### config.mk
export PLATFORM = sky130hd
export DESIGN_NAME = pmic_mode_ctrl
export DESIGN_NICKNAME = d
export VERILOG_FILES = /design/src/rtl/pmic_mode_pkg.sv /design/src/rtl/pmic_pin_sync.sv /design/src/rtl/pmic_hold_det.sv /design/src/rtl/pmic_alive_win.sv /design/src/rtl/pmic_mode_ctrl.sv
export SDC_FILE = /design/constraint.sdc
export NUM_CORES = 1
export LEC_CHECK = 0
export BUFFER_PORTS_ARGS = -buffer_cell sky130_fd_sc_hd__buf_2
export CAP_MARGIN = 20
export CORE_MARGIN = 1.5
export CORE_UTILIZATION = 35
export DETAILED_ROUTE_END_ITERATION = 6
export PLACE_DENSITY = 0.63
export SYNTH_ARGS = -nofsm -noshare
export SYNTH_HDL_FRONTEND = slang
export SYNTH_SLANG_ARGS = --single-unit
### constraint.sdc
create_clock -name clk -period 2.3 [get_ports clk]
set_clock_uncertainty 0.05 [all_clocks]
set_input_delay 0.345 -clock clk [delete_from_list [all_inputs] [get_ports clk]]
set_output_delay 0.345 -clock clk [all_outputs]
set_load 0.02 [all_outputs]
### src/rtl/pmic_mode_pkg.sv
package pmic_mode_pkg;

    typedef enum logic [2:0] {
        PM_OFF  = 3'd0,
        PM_RST  = 3'd1,
        PM_PDN  = 3'd2,
        PM_BOOT = 3'd3,
        PM_ACT  = 3'd4
    } pm_mode_e;

    // Positions in the synchronised pin vector
    localparam int unsigned PIN_SHDN_N  = 0;
    localparam int unsigned PIN_ONKEY_N = 1;
    localparam int unsigned PIN_GPIO_A  = 2;
    localparam int unsigned PIN_GPIO_B  = 3;
    localparam int unsigned PIN_KEEP    = 4;
    localparam int unsigned PIN_SYSEN   = 5;
    localparam int unsigned PIN_COUNT   = 6;

    // Idle levels loaded into the synchronisers during reset
    localparam logic [PIN_COUNT-1:0] PIN_IDLE = 6'b00_0011;

    // Long-hold detector slots
    localparam int unsigned HOLD_ONKEY = 0;
    localparam int unsigned HOLD_GPIO  = 1;
    localparam int unsigned HOLD_COUNT = 2;

endpackage

### src/rtl/pmic_pin_sync.sv
module pmic_pin_sync #(
    parameter int unsigned    W    = 1,
    parameter logic [W-1:0]   IDLE = '0
) (
    input  logic         clk,
    input  logic         rst_n,
    input  logic [W-1:0] pin_i,
    output logic [W-1:0] pin_o
);

    logic [W-1:0] meta_q;
    logic [W-1:0] sync_q;

    always_ff @(posedge clk or negedge rst_n) begin
        if (!rst_n) begin
            meta_q <= IDLE;
            sync_q <= IDLE;
        end else begin
            meta_q <= pin_i;
            sync_q <= meta_q;
        end
    end

    assign pin_o = sync_q;

endmodule

### src/rtl/pmic_hold_det.sv
module pmic_hold_det #(
    parameter int unsigned HOLD_CYC = 4096
) (
    input  logic clk,
    input  logic rst_n,
    input  logic level_i,
    output logic hit_o
);

    localparam int unsigned    CW    = $clog2(HOLD_CYC + 1);
    localparam logic [CW-1:0]  LIMIT = CW'(HOLD_CYC);

    logic [CW-1:0] cnt_q;

    // Counts consecutive cycles of level_i, saturating at LIMIT
    always_ff @(posedge clk or negedge rst_n) begin
        if (!rst_n) begin
            cnt_q <= '0;
        end else if (!level_i) begin
            cnt_q <= '0;
        end else if (cnt_q != LIMIT) begin
            cnt_q <= cnt_q + 1'b1;
        end
    end

    assign hit_o = (cnt_q == LIMIT);

endmodule

### src/rtl/pmic_alive_win.sv
module pmic_alive_win #(
    parameter int unsigned WIN_CYC = 1024
) (
    input  logic clk,
    input  logic rst_n,
    input  logic run_i,
    output logic expired_o
);

    localparam int unsigned   CW   = $clog2(WIN_CYC + 1);
    localparam logic [CW-1:0] LAST = CW'(WIN_CYC - 1);

    logic [CW-1:0] cnt_q;

    always_ff @(posedge clk or negedge rst_n) begin
        if (!rst_n) begin
            cnt_q <= '0;
        end else if (!run_i) begin
            cnt_q <= '0;
        end else if (cnt_q != LAST) begin
            cnt_q <= cnt_q + 1'b1;
        end
    end

    // High in the last cycle of the window
    assign expired_o = run_i && (cnt_q == LAST);

endmodule

### src/rtl/pmic_mode_ctrl.sv
module pmic_mode_ctrl
    import pmic_mode_pkg::*;
#(
    parameter int unsigned N_FEAT    = 4,
    parameter int unsigned LONG_CYC  = 4096,
    parameter int unsigned WIN_CYC   = 1024,
    parameter int unsigned OSC_USERS = 32'h3
) (
    input  logic              clk,
    input  logic              rst_n,
    input  logic              supply_ok,
    input  logic              uv_flt,
    input  logic              ot_flt,
    input  logic              boost_flt,
    input  logic              wdog_flt,
    input  logic              shutdown_n,
    input  logic              onkey_n,
    input  logic              gpio_rst_a,
    input  logic              gpio_rst_b,
    input  logic              keep_act,
    input  logic              sys_en,
    input  logic              host_lp_req,
    input  logic              alive_wr,
    input  logic              cfg_alive_skip,
    input  logic              cfg_onkey_rst_en,
    input  logic              cfg_gpio_rst_en,
    input  logic [N_FEAT-1:0] feat_on,
    output logic [2:0]        mode_o,
    output logic              wdog_en_o,
    output logic [N_FEAT-1:0] feat_clk_en_o,
    output logic              osc_req_o,
    output logic              reload_pls_o,
    output logic              seq_ptr_clr_o
);

    localparam logic [N_FEAT-1:0] OSC_MASK = N_FEAT'(OSC_USERS);

    // ---------------- pin synchronisation ----------------
    logic [PIN_COUNT-1:0] pin_raw;
    logic [PIN_COUNT-1:0] pin_s;

    always_comb begin
        pin_raw              = '0;
        pin_raw[PIN_SHDN_N]  = shutdown_n;
        pin_raw[PIN_ONKEY_N] = onkey_n;
        pin_raw[PIN_GPIO_A]  = gpio_rst_a;
        pin_raw[PIN_GPIO_B]  = gpio_rst_b;
        pin_raw[PIN_KEEP]    = keep_act;
        pin_raw[PIN_SYSEN]   = sys_en;
    end

    pmic_pin_sync #(
        .W    (PIN_COUNT),
        .IDLE (PIN_IDLE)
    ) u_sync (
        .clk   (clk),
        .rst_n (rst_n),
        .pin_i (pin_raw),
        .pin_o (pin_s)
    );

    logic key_down;
    logic sysen_s;
    logic keep_s;
    assign key_down = ~pin_s[PIN_ONKEY_N];
    assign sysen_s  = pin_s[PIN_SYSEN];
    assign keep_s   = pin_s[PIN_KEEP];

    // ---------------- long-hold qualification ----------------
    logic [HOLD_COUNT-1:0] hold_lvl;
    logic [HOLD_COUNT-1:0] hold_hit;

    always_comb begin
        hold_lvl             = '0;
        hold_lvl[HOLD_ONKEY] = cfg_onkey_rst_en & key_down;
        hold_lvl[HOLD_GPIO]  = cfg_gpio_rst_en & pin_s[PIN_GPIO_A] & pin_s[PIN_GPIO_B];
    end

    for (genvar g = 0; g < HOLD_COUNT; g++) begin : g_hold
        pmic_hold_det #(
            .HOLD_CYC (LONG_CYC)
        ) u_hold (
            .clk     (clk),
            .rst_n   (rst_n),
            .level_i (hold_lvl[g]),
            .hit_o   (hold_hit[g])
        );
    end

    // ---------------- state ----------------
    pm_mode_e state_q, state_d;
    logic     park_q;      // parked in PDN by a host request
    logic     cause_q;     // PDN stay saw a low system enable
    logic     key_prev_q;  // on-key pressed in the previous cycle

    // ---------------- alive window ----------------
    logic in_boot;
    logic win_exp;
    assign in_boot = (state_q == PM_BOOT);

    pmic_alive_win #(
        .WIN_CYC (WIN_CYC)
    ) u_win (
        .clk       (clk),
        .rst_n     (rst_n),
        .run_i     (in_boot),
        .expired_o (win_exp)
    );

    // ---------------- transition qualifiers ----------------
    logic supervised;
    logic rst_any;
    logic sleep_req;
    logic key_edge;
    logic wake_evt;
    logic alive_evt;
    logic enter_pdn;

    assign supervised = (state_q == PM_BOOT) || (state_q == PM_ACT);
    assign rst_any    = ~pin_s[PIN_SHDN_N] | (|hold_hit) | (wdog_flt & supervised)
                      | uv_flt | ot_flt | boost_flt | win_exp;
    assign sleep_req  = host_lp_req | ~sysen_s;
    assign key_edge   = key_down & ~key_prev_q;
    assign wake_evt   = key_edge | (sysen_s & ~park_q);
    assign alive_evt  = alive_wr | keep_s | cfg_alive_skip;
    assign enter_pdn  = (state_d == PM_PDN) && (state_q != PM_PDN);

    // Priority: supply loss > reset sources > sleep requests > wake / alive
    always_comb begin
        state_d = state_q;
        unique case (state_q)
            PM_OFF: begin
                if (supply_ok) state_d = PM_RST;
            end
            PM_RST: begin
                if (!rst_any) state_d = PM_PDN;
            end
            PM_PDN: begin
                if (rst_any)       state_d = PM_RST;
                else if (wake_evt) state_d = PM_BOOT;
            end
            PM_BOOT: begin
                if (rst_any)        state_d = PM_RST;
                else if (sleep_req) state_d = PM_PDN;
                else if (alive_evt) state_d = PM_ACT;
            end
            PM_ACT: begin
                if (rst_any)        state_d = PM_RST;
                else if (sleep_req) state_d = PM_PDN;
            end
            default: state_d = PM_OFF;
        endcase
        if (!supply_ok) state_d = PM_OFF;
    end

    // State register and low-power bookkeeping flags
    always_ff @(posedge clk or negedge rst_n) begin
        if (!rst_n) begin
            state_q    <= PM_OFF;
            park_q     <= 1'b0;
            cause_q    <= 1'b0;
            key_prev_q <= 1'b0;
        end else begin
            state_q    <= state_d;
            key_prev_q <= key_down;
            if (enter_pdn) begin
                park_q  <= host_lp_req & sysen_s;
                cause_q <= ~sysen_s;
            end else if (state_q == PM_PDN) begin
                if (!sysen_s || key_edge) park_q <= 1'b0;
                if (!sysen_s)             cause_q <= 1'b1;
            end
        end
    end

    // ---------------- outputs ----------------
    logic wake_now;
    assign wake_now = (state_q == PM_PDN) && (state_d == PM_BOOT);

    always_ff @(posedge clk or negedge rst_n) begin
        if (!rst_n) begin
            reload_pls_o  <= 1'b0;
            seq_ptr_clr_o <= 1'b0;
        end else begin
            reload_pls_o  <= wake_now;
            seq_ptr_clr_o <= wake_now & (cause_q | ~sysen_s);
        end
    end

    always_comb begin
        wdog_en_o     = 1'b0;
        feat_clk_en_o = '0;
        unique case (state_q)
            PM_BOOT, PM_ACT: begin
                wdog_en_o     = 1'b1;
                feat_clk_en_o = '1;
            end
            PM_PDN: begin
                feat_clk_en_o = feat_on;
            end
            default: begin
                wdog_en_o     = 1'b0;
                feat_clk_en_o = '0;
            end
        endcase
    end

    assign osc_req_o = |(feat_clk_en_o & OSC_MASK);
    assign mode_o    = state_q;

endmodule

# Yosys cells after proc, flatten, opt, wreduce, memory -nomap -nowiden
# Cells that the tools add are included.
[word_totals]
register_bits = 57
input_bits = 22
output_inout_bits = 11
elab_cells = 93
[op_classes]
addsub = 3
eq_ne = 17
mux = 24
bitwise_logic = 24
n_reduce_logical = 14
[ops]
columns = ["op", "n"]
rows = [
  ["13-bit 2-to-1 mux", 4],
  ["3-bit 2-to-1 mux", 9],
  ["13-bit by 1-bit adder with 13-bit output (second input constant)", 2],
  ["13-bit equality test (second input constant)", 2],
  ["13-bit != test (second input constant)", 2],
  ["11-bit 2-to-1 mux", 2],
  ["3-bit one-hot mux with 5 select lines", 1],
  ["3-bit by 2-bit equality test with 1-bit output (second input constant)", 4],
  ["11-bit by 1-bit adder with 11-bit output (second input constant)", 1],
  ["11-bit by 10-bit equality test with 1-bit output (second input constant)", 1],
  ["11-bit by 10-bit != test with 1-bit output (second input constant)", 1],
  ["1-bit bitwise OR", 11],
  ["1-bit bitwise AND", 8],
  ["2-bit != test (second input constant)", 4],
  ["4-bit one-hot mux with 2 select lines", 1],
  ["1-bit 2-to-1 mux", 7],
  ["2-bit OR reduction", 3],
  ["1-bit inverter", 5],
  ["2-bit AND reduction", 2],
  ["2-bit nonzero test", 2],
  ["3-bit by 1-bit equality test with 1-bit output (second input constant)", 1],
  ["3-bit equality test (second input constant)", 1],
  ["1-bit logical AND", 3],
  ["3-bit logical NOT", 1],
  ["3 further kinds", 4],
]

# Longest topological paths before layout
# Gate-level depths: netlist of run 1.
[depth]
depth_word = 15
depth_mapped = 7
ltp_nobuf = 7

# Modules after synthesis
# Synthesis of run 1 repeated with hierarchy kept, for this count alone.
[hier_totals]
hier_cells = 297
area_unflattened_um2 = 2982.9
[by_module_without_submodules]
columns = ["module", "instances", "cells_each", "area_each_um2", "seq_area_each_um2"]
rows = [
  ["pmic_hold_det", 2, 75, 708.2, 325.3],
  ["pmic_alive_win", 1, 67, 676.9, 275.3],
  ["pmic_mode_ctrl", 1, 68, 584.3, 200.2],
  ["pmic_pin_sync", 1, 12, 305.3, 305.3],
]

# Worst setup path after synthesis of run 1
# Ideal clock, no wire load.
[synth_path]
path_type = "register to output"
start = "register state_q[2] (netlist: mode_o[2])"
end = "output port osc_req_o"
arrival_ns = 1.543
slack_ns = 0.362
path_stages_with_launch = 7
path_buffers = 2
cell_sequence = "dfrtp_1 -> buf_6 -> nor2_1 -> and2_1 -> clkbuf_1 -> a21o_1 -> a21o_1"
[synth_between]
elab_chain_cells = 4
word_cells_on_any_way = 6
classes_between = "eq/ne (3); mux (1); reduce/logical (2)"
[synth_lines]
columns = ["element", "line_no", "source"]
rows = [
  ["from (decl)", "pmic_mode_ctrl.sv:91", "pm_mode_e state_q, state_d;"],
  ["from (signal assigned)", "pmic_mode_ctrl.sv:164", "state_q <= state_d;"],
  ["3-bit equality test / 3-bit by 2-bit equality test with 1-bit output (equally long branches)", "pmic_mode_ctrl.sv:193", "unique case (state_q)"],
  ["2-bit OR reduction", "pmic_mode_ctrl.sv:193", ""],
  ["4-bit one-hot mux with 2 select lines (*)", "pmic_mode_ctrl.sv:193", ""],
  ["net feat_clk_en_o[0]", "pmic_mode_ctrl.sv:30", "output logic [N_FEAT-1:0] feat_clk_en_o,"],
  ["2-bit OR reduction (*)", "pmic_mode_ctrl.sv:208", "assign osc_req_o = |(feat_clk_en_o & OSC_MASK);"],
  ["to (decl)", "pmic_mode_ctrl.sv:31", "output logic osc_req_o,"],
]
# Mark *: on every way through the listed nets, which the timed path passes. The rest lies on a longest branch.

# Worst setup path after layout of run 1
[layout_path]
start = "register state_q[1] (netlist: mode_o[1])"
end = "output port osc_req_o"
[layout_between]
elab_chain_cells = 4
word_cells_on_any_way = 6
classes_between = "eq/ne (3); mux (1); reduce/logical (2)"
[layout_lines]
columns = ["element", "line_no"]
rows = [
  ["3-bit equality test / 3-bit by 2-bit equality test with 1-bit output (equally long branches)", "pmic_mode_ctrl.sv:193"],
  ["2-bit OR reduction", "pmic_mode_ctrl.sv:193"],
  ["4-bit one-hot mux with 2 select lines (*)", "pmic_mode_ctrl.sv:193"],
  ["2-bit OR reduction (*)", "pmic_mode_ctrl.sv:208"],
]
# Every way passes the cells marked *; elsewhere a longest branch is shown, timed or not.

==> results of run 1 <==
==> metrics by stage <==
step / instance area [sq um] / worst slack (ps) / utilization / hold slack (ps)
after global placement: 2977 / 343.0 / 0.4039 / 283.8
after global routing: 3191 / 56.56 / 0.4329 / 48.48
after floorplan: 2711 / 362.2 / - / -0.5911
after detailed placement: 2977 / 298.0 / 0.4039 / 287.3
final: 3191 / 191.5 / 0.4329 / 62.61
after CTS: 3184 / 53.79 / 0.4321 / 50.36
==> Yosys cell counts (2+ instances only) <==
cell type | n | area [sq um]
dfrtp_1 | 53 | 1326
or3_1 | 7 | 43.79
nand4b_1 | 3 | 26.28
nand3_1 | 14 | 70.07
nor4_1 | 5 | 31.28
nand3b_1 | 2 | 15.01
a21oi_1 | 15 | 75.07
nand2_1 | 22 | 82.58
nor3_1 | 7 | 35.03
xnor2_1 | 8 | 70.07
dfstp_2 | 4 | 105.1
inv_1 | 8 | 30.03
nor2_1 | 39 | 146.4
nand2b_1 | 2 | 12.51
clkbuf_1 | 4 | 15.01
xor2_1 | 13 | 113.9
mux2i_1 | 2 | 20.02
nor4b_1 | 5 | 43.79
nand4_1 | 8 | 50.05
a21o_1 | 5 | 37.54
and4_1 | 3 | 26.28
ha_1 | 5 | 62.56
buf_2 | 3 | 15.01
o21ai_0 | 11 | 55.05
and3_1 | 3 | 18.77
==> kinds of logic (layout without fill, tap and decap cells) <==
kind of cell / after synthesis / after routing / share of synthesized area
and+or+nand+nor: 128 / 128 / 0.2510
DFF: 57 / 57 / 0.5279
AOI/OAI and AO/OA: 40 / 40 / 0.09230
xor gates and xnor gates: 21 / 21 / 0.06784
buffers and inverters: 16 / 59 / 0.02630
adders and majority gates: 5 / 5 / 0.02307
muxes: 3 / 3 / 0.01154
==> power breakdown <==
group          total, mW  internal (mW)  switching (mW)
registers           1.04           1.03          0.0146
logic             0.0855         0.0318          0.0538
clock network      0.961          0.588           0.373
total               2.09           1.65           0.442
==> worst max-delay path: stages (launching register included) <==
cell and delay, ps:
dfrtp_2 490, nand3b_1 130, buf_4 190, nand2_2 100, a21o_1 170, a21o_1 150
buf_2 150
==> layout make-up <==
cell class,count,area share
sequential,57,0.4494
multi-input combinational,197,0.3800
inverter,8,0.009412
clock buffer,14,0.05412
tap,99,0.03882
clock inverter,2,0.01098
timing repair buffer,35,0.05725
==> repair_timing <==
item	CTS	global route
endpoints found under the setup margin	0	1
endpoints found under the hold margin	0	0
resized for setup	0	4
==> state kept, by name, indices dropped and copies added, names as in the netlist <==
name / count
reload_pls_o: 1
u_sync.meta_q: 6
park_q: 1
seq_ptr_clr_o: 1
u_sync.pin_o: 6
mode_o: 3
u_win.cnt_q: 11
cause_q: 1
g_hold.u_hold.cnt_q: 26
key_prev_q: 1
==> per-layer routing <==
layer,global-route usage,up-vias
met3,0.05193,10
met4,0.05208,0
li1,-,1037
met2,0.2214,51
met1,0.1837,995
met5,0,-
==> how the worst min path moves through the flow <==
stage / start / end / slack [ps]
floorplan: rst_n / cause_q / -0.6
global placement: u_sync.meta_q[3] / u_sync.pin_o[3] / 280
detailed placement: u_sync.meta_q[2] / u_sync.pin_o[2] / 290
CTS: shutdown_n / u_sync.meta_q[0] / 50
global route: gpio_rst_b / u_sync.meta_q[3] / 50
finish: shutdown_n / u_sync.meta_q[0] / 60
==> results.cfg, run 1 <==
[outcome]
status = completed

[place]
dp.cells = 396
portBuffers = 32
hpwl_microns = 3770
place_congestion = 0.7766

[finish]
mostFrequentLayoutCell = dfrtp_1
synthToLayoutAreaGrowth_pct = 17.67
n_antenna_cell = 0
final_layout_size_suffix_gt1_frac = 0.2045
final-seq-area_sq_um = 1434
fin_cells = 412
final_cell_mix = dfrtp_1 (51), nor2_1 (39), buf_2 (32), nand2_1 (21), a21oi_1 (15)
multiInputGateArea_sq_um = 1212
fillCellCount = 715
nNetsFinal = 335

[sta]
drv_slew = 0
tightest_slew_ps = 712.4
final.setup.tns_ps = 0
finalSetupViolCount = 0
max-slew-margin-rel = 0.5251
min_period_ps = 2108
hold_viol = 0
rsz0062_at_grt = no
fmax_mhz = 474.3
finalCritPeriodShare = 0.9167

[cts]
cts_root_buf = clkbuf_8
htree_levels = 3
cts_sinks = 57
cts_setup_buffers = 0
tritoncts = done
clk_pin_slew_ps = 60
worstSkewPairLatency_ps = 330
clock_path_buffers = 2
cts_made_buffers = 9
cts_hold_buf = 0

[worst_setup_path]
crit_end = osc_req_o
start_kind = flop
crit_start = mode_o[1]
timing.rr.end = cause_q
reg2reg_depth = 6
cp_max_fo = 11
r2r_slack_ps = 260
cp.arrival_ps = 1710
crit_type = reg2out
r2r-start = u_win.cnt_q[0]
cp_data_required_time_ps = 1900
cp-end-kind = output port

[drt]
wirelength_microns = 5384
first_pass_iters = 4
wl_met3_microns = 307
routed-via-count = 2093
drt_iter0_drc = 155
wl_met1_microns = 2496
antenna_left = 0
via_per_inst = 5.080
route.detailed.drc = 0
top_layer_used = met4
wl_per_cell_microns = 13.07
wl_met2_microns = 2485

[synth]
ys_seq_area_frac = 0.5279
synthFlopType = dfrtp_1
ys_warn_count = 0
synth_edf_count = 0
netlist_area_sq_um = 2711
synthCells = 270
synth-seq-cells = 57
async_flop_share = 1.000
synth_cell_types = 44
avgSynthCellArea_sq_um = 10.04
synth_nets = 297

[pwr]
finalPower_mw = 2.088
vdd_drop_max_mv = 0.3868
total_leakage_power_nw = 1.380
p_per_area_nw_per_um2 = 654.3

[min_path]
min_path_cells = 1
hp-class = in2reg

[global_route]
grt_pass1_vias = 2009
grt.overflow.total = 0
grt_pass1_wl_microns = 9321
grt_max_degree = 58
antenna_found_initial = 0
grt_usage = 0.1432

[floorplanning]
die_h_microns = 91.02
initial_utilization = 0.3679
die-area_sq_um = 8284
row_count = 31
core_sq_um = 7370
fp.dieW_microns = 91.02
ios = 33

[run]
drv_cap = 0
No activity file was read; power rests on OpenSTA's default activity.
==> run 2, diff against run 1 <==
==> constraint.sdc (replaced) <==
create_clock -name clk -period 2.2 [get_ports clk]
set_clock_uncertainty 0.05 [all_clocks]
set_input_delay 0.33 -clock clk [delete_from_list [all_inputs] [get_ports clk]]
set_output_delay 0.33 -clock clk [all_outputs]
set_load 0.02 [all_outputs]
==> results.cfg, run 2 (synthesized netlist as in run 1, its figures left out) <==
[outcome]
status = completed

[floorplanning]
fp.dieW_microns = 91.02
row_count = 31
initial_utilization = 0.3679
ios = 33
core_sq_um = 7370
die_h_microns = 91.02
die-area_sq_um = 8284

[global_route]
grt_max_degree = 21
grt_pass1_wl_microns = 9349
grt_usage = 0.1400
grt.overflow.total = 0
antenna_found_initial = 0
grt_pass1_vias = 2046

[finish]
multiInputGateArea_sq_um = 1210
regMostFlops = g_hold.u_hold.cnt_q
reg.largest.list = g_hold.u_hold.cnt_q x26, u_win.cnt_q x11
n_antenna_cell = 0
mostFrequentLayoutCell = dfrtp_1
nNetsFinal = 345
fin_cells = 422
final_area_sq_um = 3319
synthToLayoutAreaGrowth_pct = 22.43
final-seq-area_sq_um = 1434
fillCellCount = 724
finalCoreUtilization = 0.4504
largest_reg_flops = 26
final_layout_size_suffix_gt1_frac = 0.2260
final_cell_mix = dfrtp_1 (51), nor2_1 (39), buf_2 (32), nand2_1 (22), a21oi_1 (15)

[place]
portBuffers = 32
place_congestion = 0.8103
postPlaceCellArea_sq_um = 3022
hpwl_microns = 3881
dp.cells = 402

[pwr]
netSwitchingPower_mw = 0.4742
power.internal_mw = 1.974
clkPwrFrac = 0.517
vdd_drop_max_mv = 0.4944
finalPower_mw = 2.448
switching_share = 0.1937
p_per_area_nw_per_um2 = 737.4
sequentialPowerShare = 0.444
total_leakage_power_nw = 1.458
comb_power_share = 0.039

[worst_setup_path]
cp_max_fo = 11
crit_type = reg2out
cp-end-kind = output port
cp.arrival_ps = 1700
start_kind = flop
reg2reg_depth = 7
cp_data_required_time_ps = 1820

[drt]
route.detailed.drc = 0
routed-via-count = 2132
wirelength_microns = 5449
first_pass_iters = 5
drt_iter0_drc = 114
wl_per_cell_microns = 12.91
antenna_left = 0
via_per_inst = 5.052

[sta]
drv_slew = 0
finalCritPeriodShare = 0.9474
hold_viol = 0
tightest_slew_ps = 498.3
finalSetupViolCount = 0
fmax_mhz = 479.8
max-slew-margin-rel = 0.6669
min_period_ps = 2084

[cts]
tritoncts = done
cts_root_buf = clkbuf_8
cts_sinks = 57
worstSkewPairLatency_ps = 330
cts_made_buffers = 9
clk_pin_slew_ps = 70
clock_path_buffers = 2
htree_levels = 3

[min_path]
hp-class = in2reg
min_path_cells = 1

[run]
drv_cap = 0
==> run 2: worst paths after layout <==
check / from / to / slack [ps]
setup / recovery: mode_o[0] / osc_req_o / 120
hold / removal: onkey_n / u_sync.meta_q[1] / 50
setup reg to reg: g_hold[0].u_hold.cnt_q[0] / park_q / 200
hold reg to reg: u_sync.meta_q[3] / u_sync.pin_o[3] / 300
max in group asynchronous: rst_n / u_sync.pin_o[0] / 1000
min in group asynchronous: rst_n / g_hold[0].u_hold.cnt_q[1] / 430
==> run 2: critical path: stages, from the launching register on <==
cell      delay (ps)
dfrtp_2          450
nand3b_1         140
buf_6            160
nand2_1          140
a21o_1           190
a21o_1           150
buf_2            150
==> run 2: repair_timing <==
item / CTS / global route
buffers inserted: 0 / 3
resized for setup: 0 / 4
setup endpoints to repair: 0 / 1
hold endpoints to repair: 17 / 0
hold buffers: 1 / 0
==> run 2: final cells by class <==
class	count	area share
flip-flops and latches	57	0.4320
multi-input cells	197	0.3645
repair buffers	45	0.07953
clock inverters	6	0.03920
clock buffers	10	0.03845
well taps	99	0.03732
inverters	8	0.009046
==> run 2: power by group through the flow <==
stage,combinational [mW],clock (mW),sequential (mW)
after CTS,0.0962,1.29,1.09
after global routing,0.110,1.34,1.09
after global placement,0.0920,0,1.10
final,0.0957,1.27,1.09
after floorplan,0.0383,0,1.10
after detailed placement,0.0946,0,1.11
==> run 2: routing by layer <==
metal  vias to the layer above  part of all wire  track usage
met5                         -                 0            0
met4                         0             0.012      0.03646
met3                         7             0.069      0.04606
met2                        64              0.43       0.2139
met1                      1008              0.49       0.1904
li1                       1053                 -            -
==> run 2: stage by stage <==
| step | hold slack [ps] | setup slack, ps | TNS (ps) |
|---|---|---|---|
| final | 46.14 | 115.7 | 0 |
| after global routing | 29.63 | -0.2059 | -0.2059 |
| after CTS | 36.36 | 21.78 | 0 |
| after detailed placement | 263.5 | 197.3 | 0 |
| after global placement | 249.1 | 286.2 | 0 |
| after floorplan | -15.59 | 277.2 | 0 |
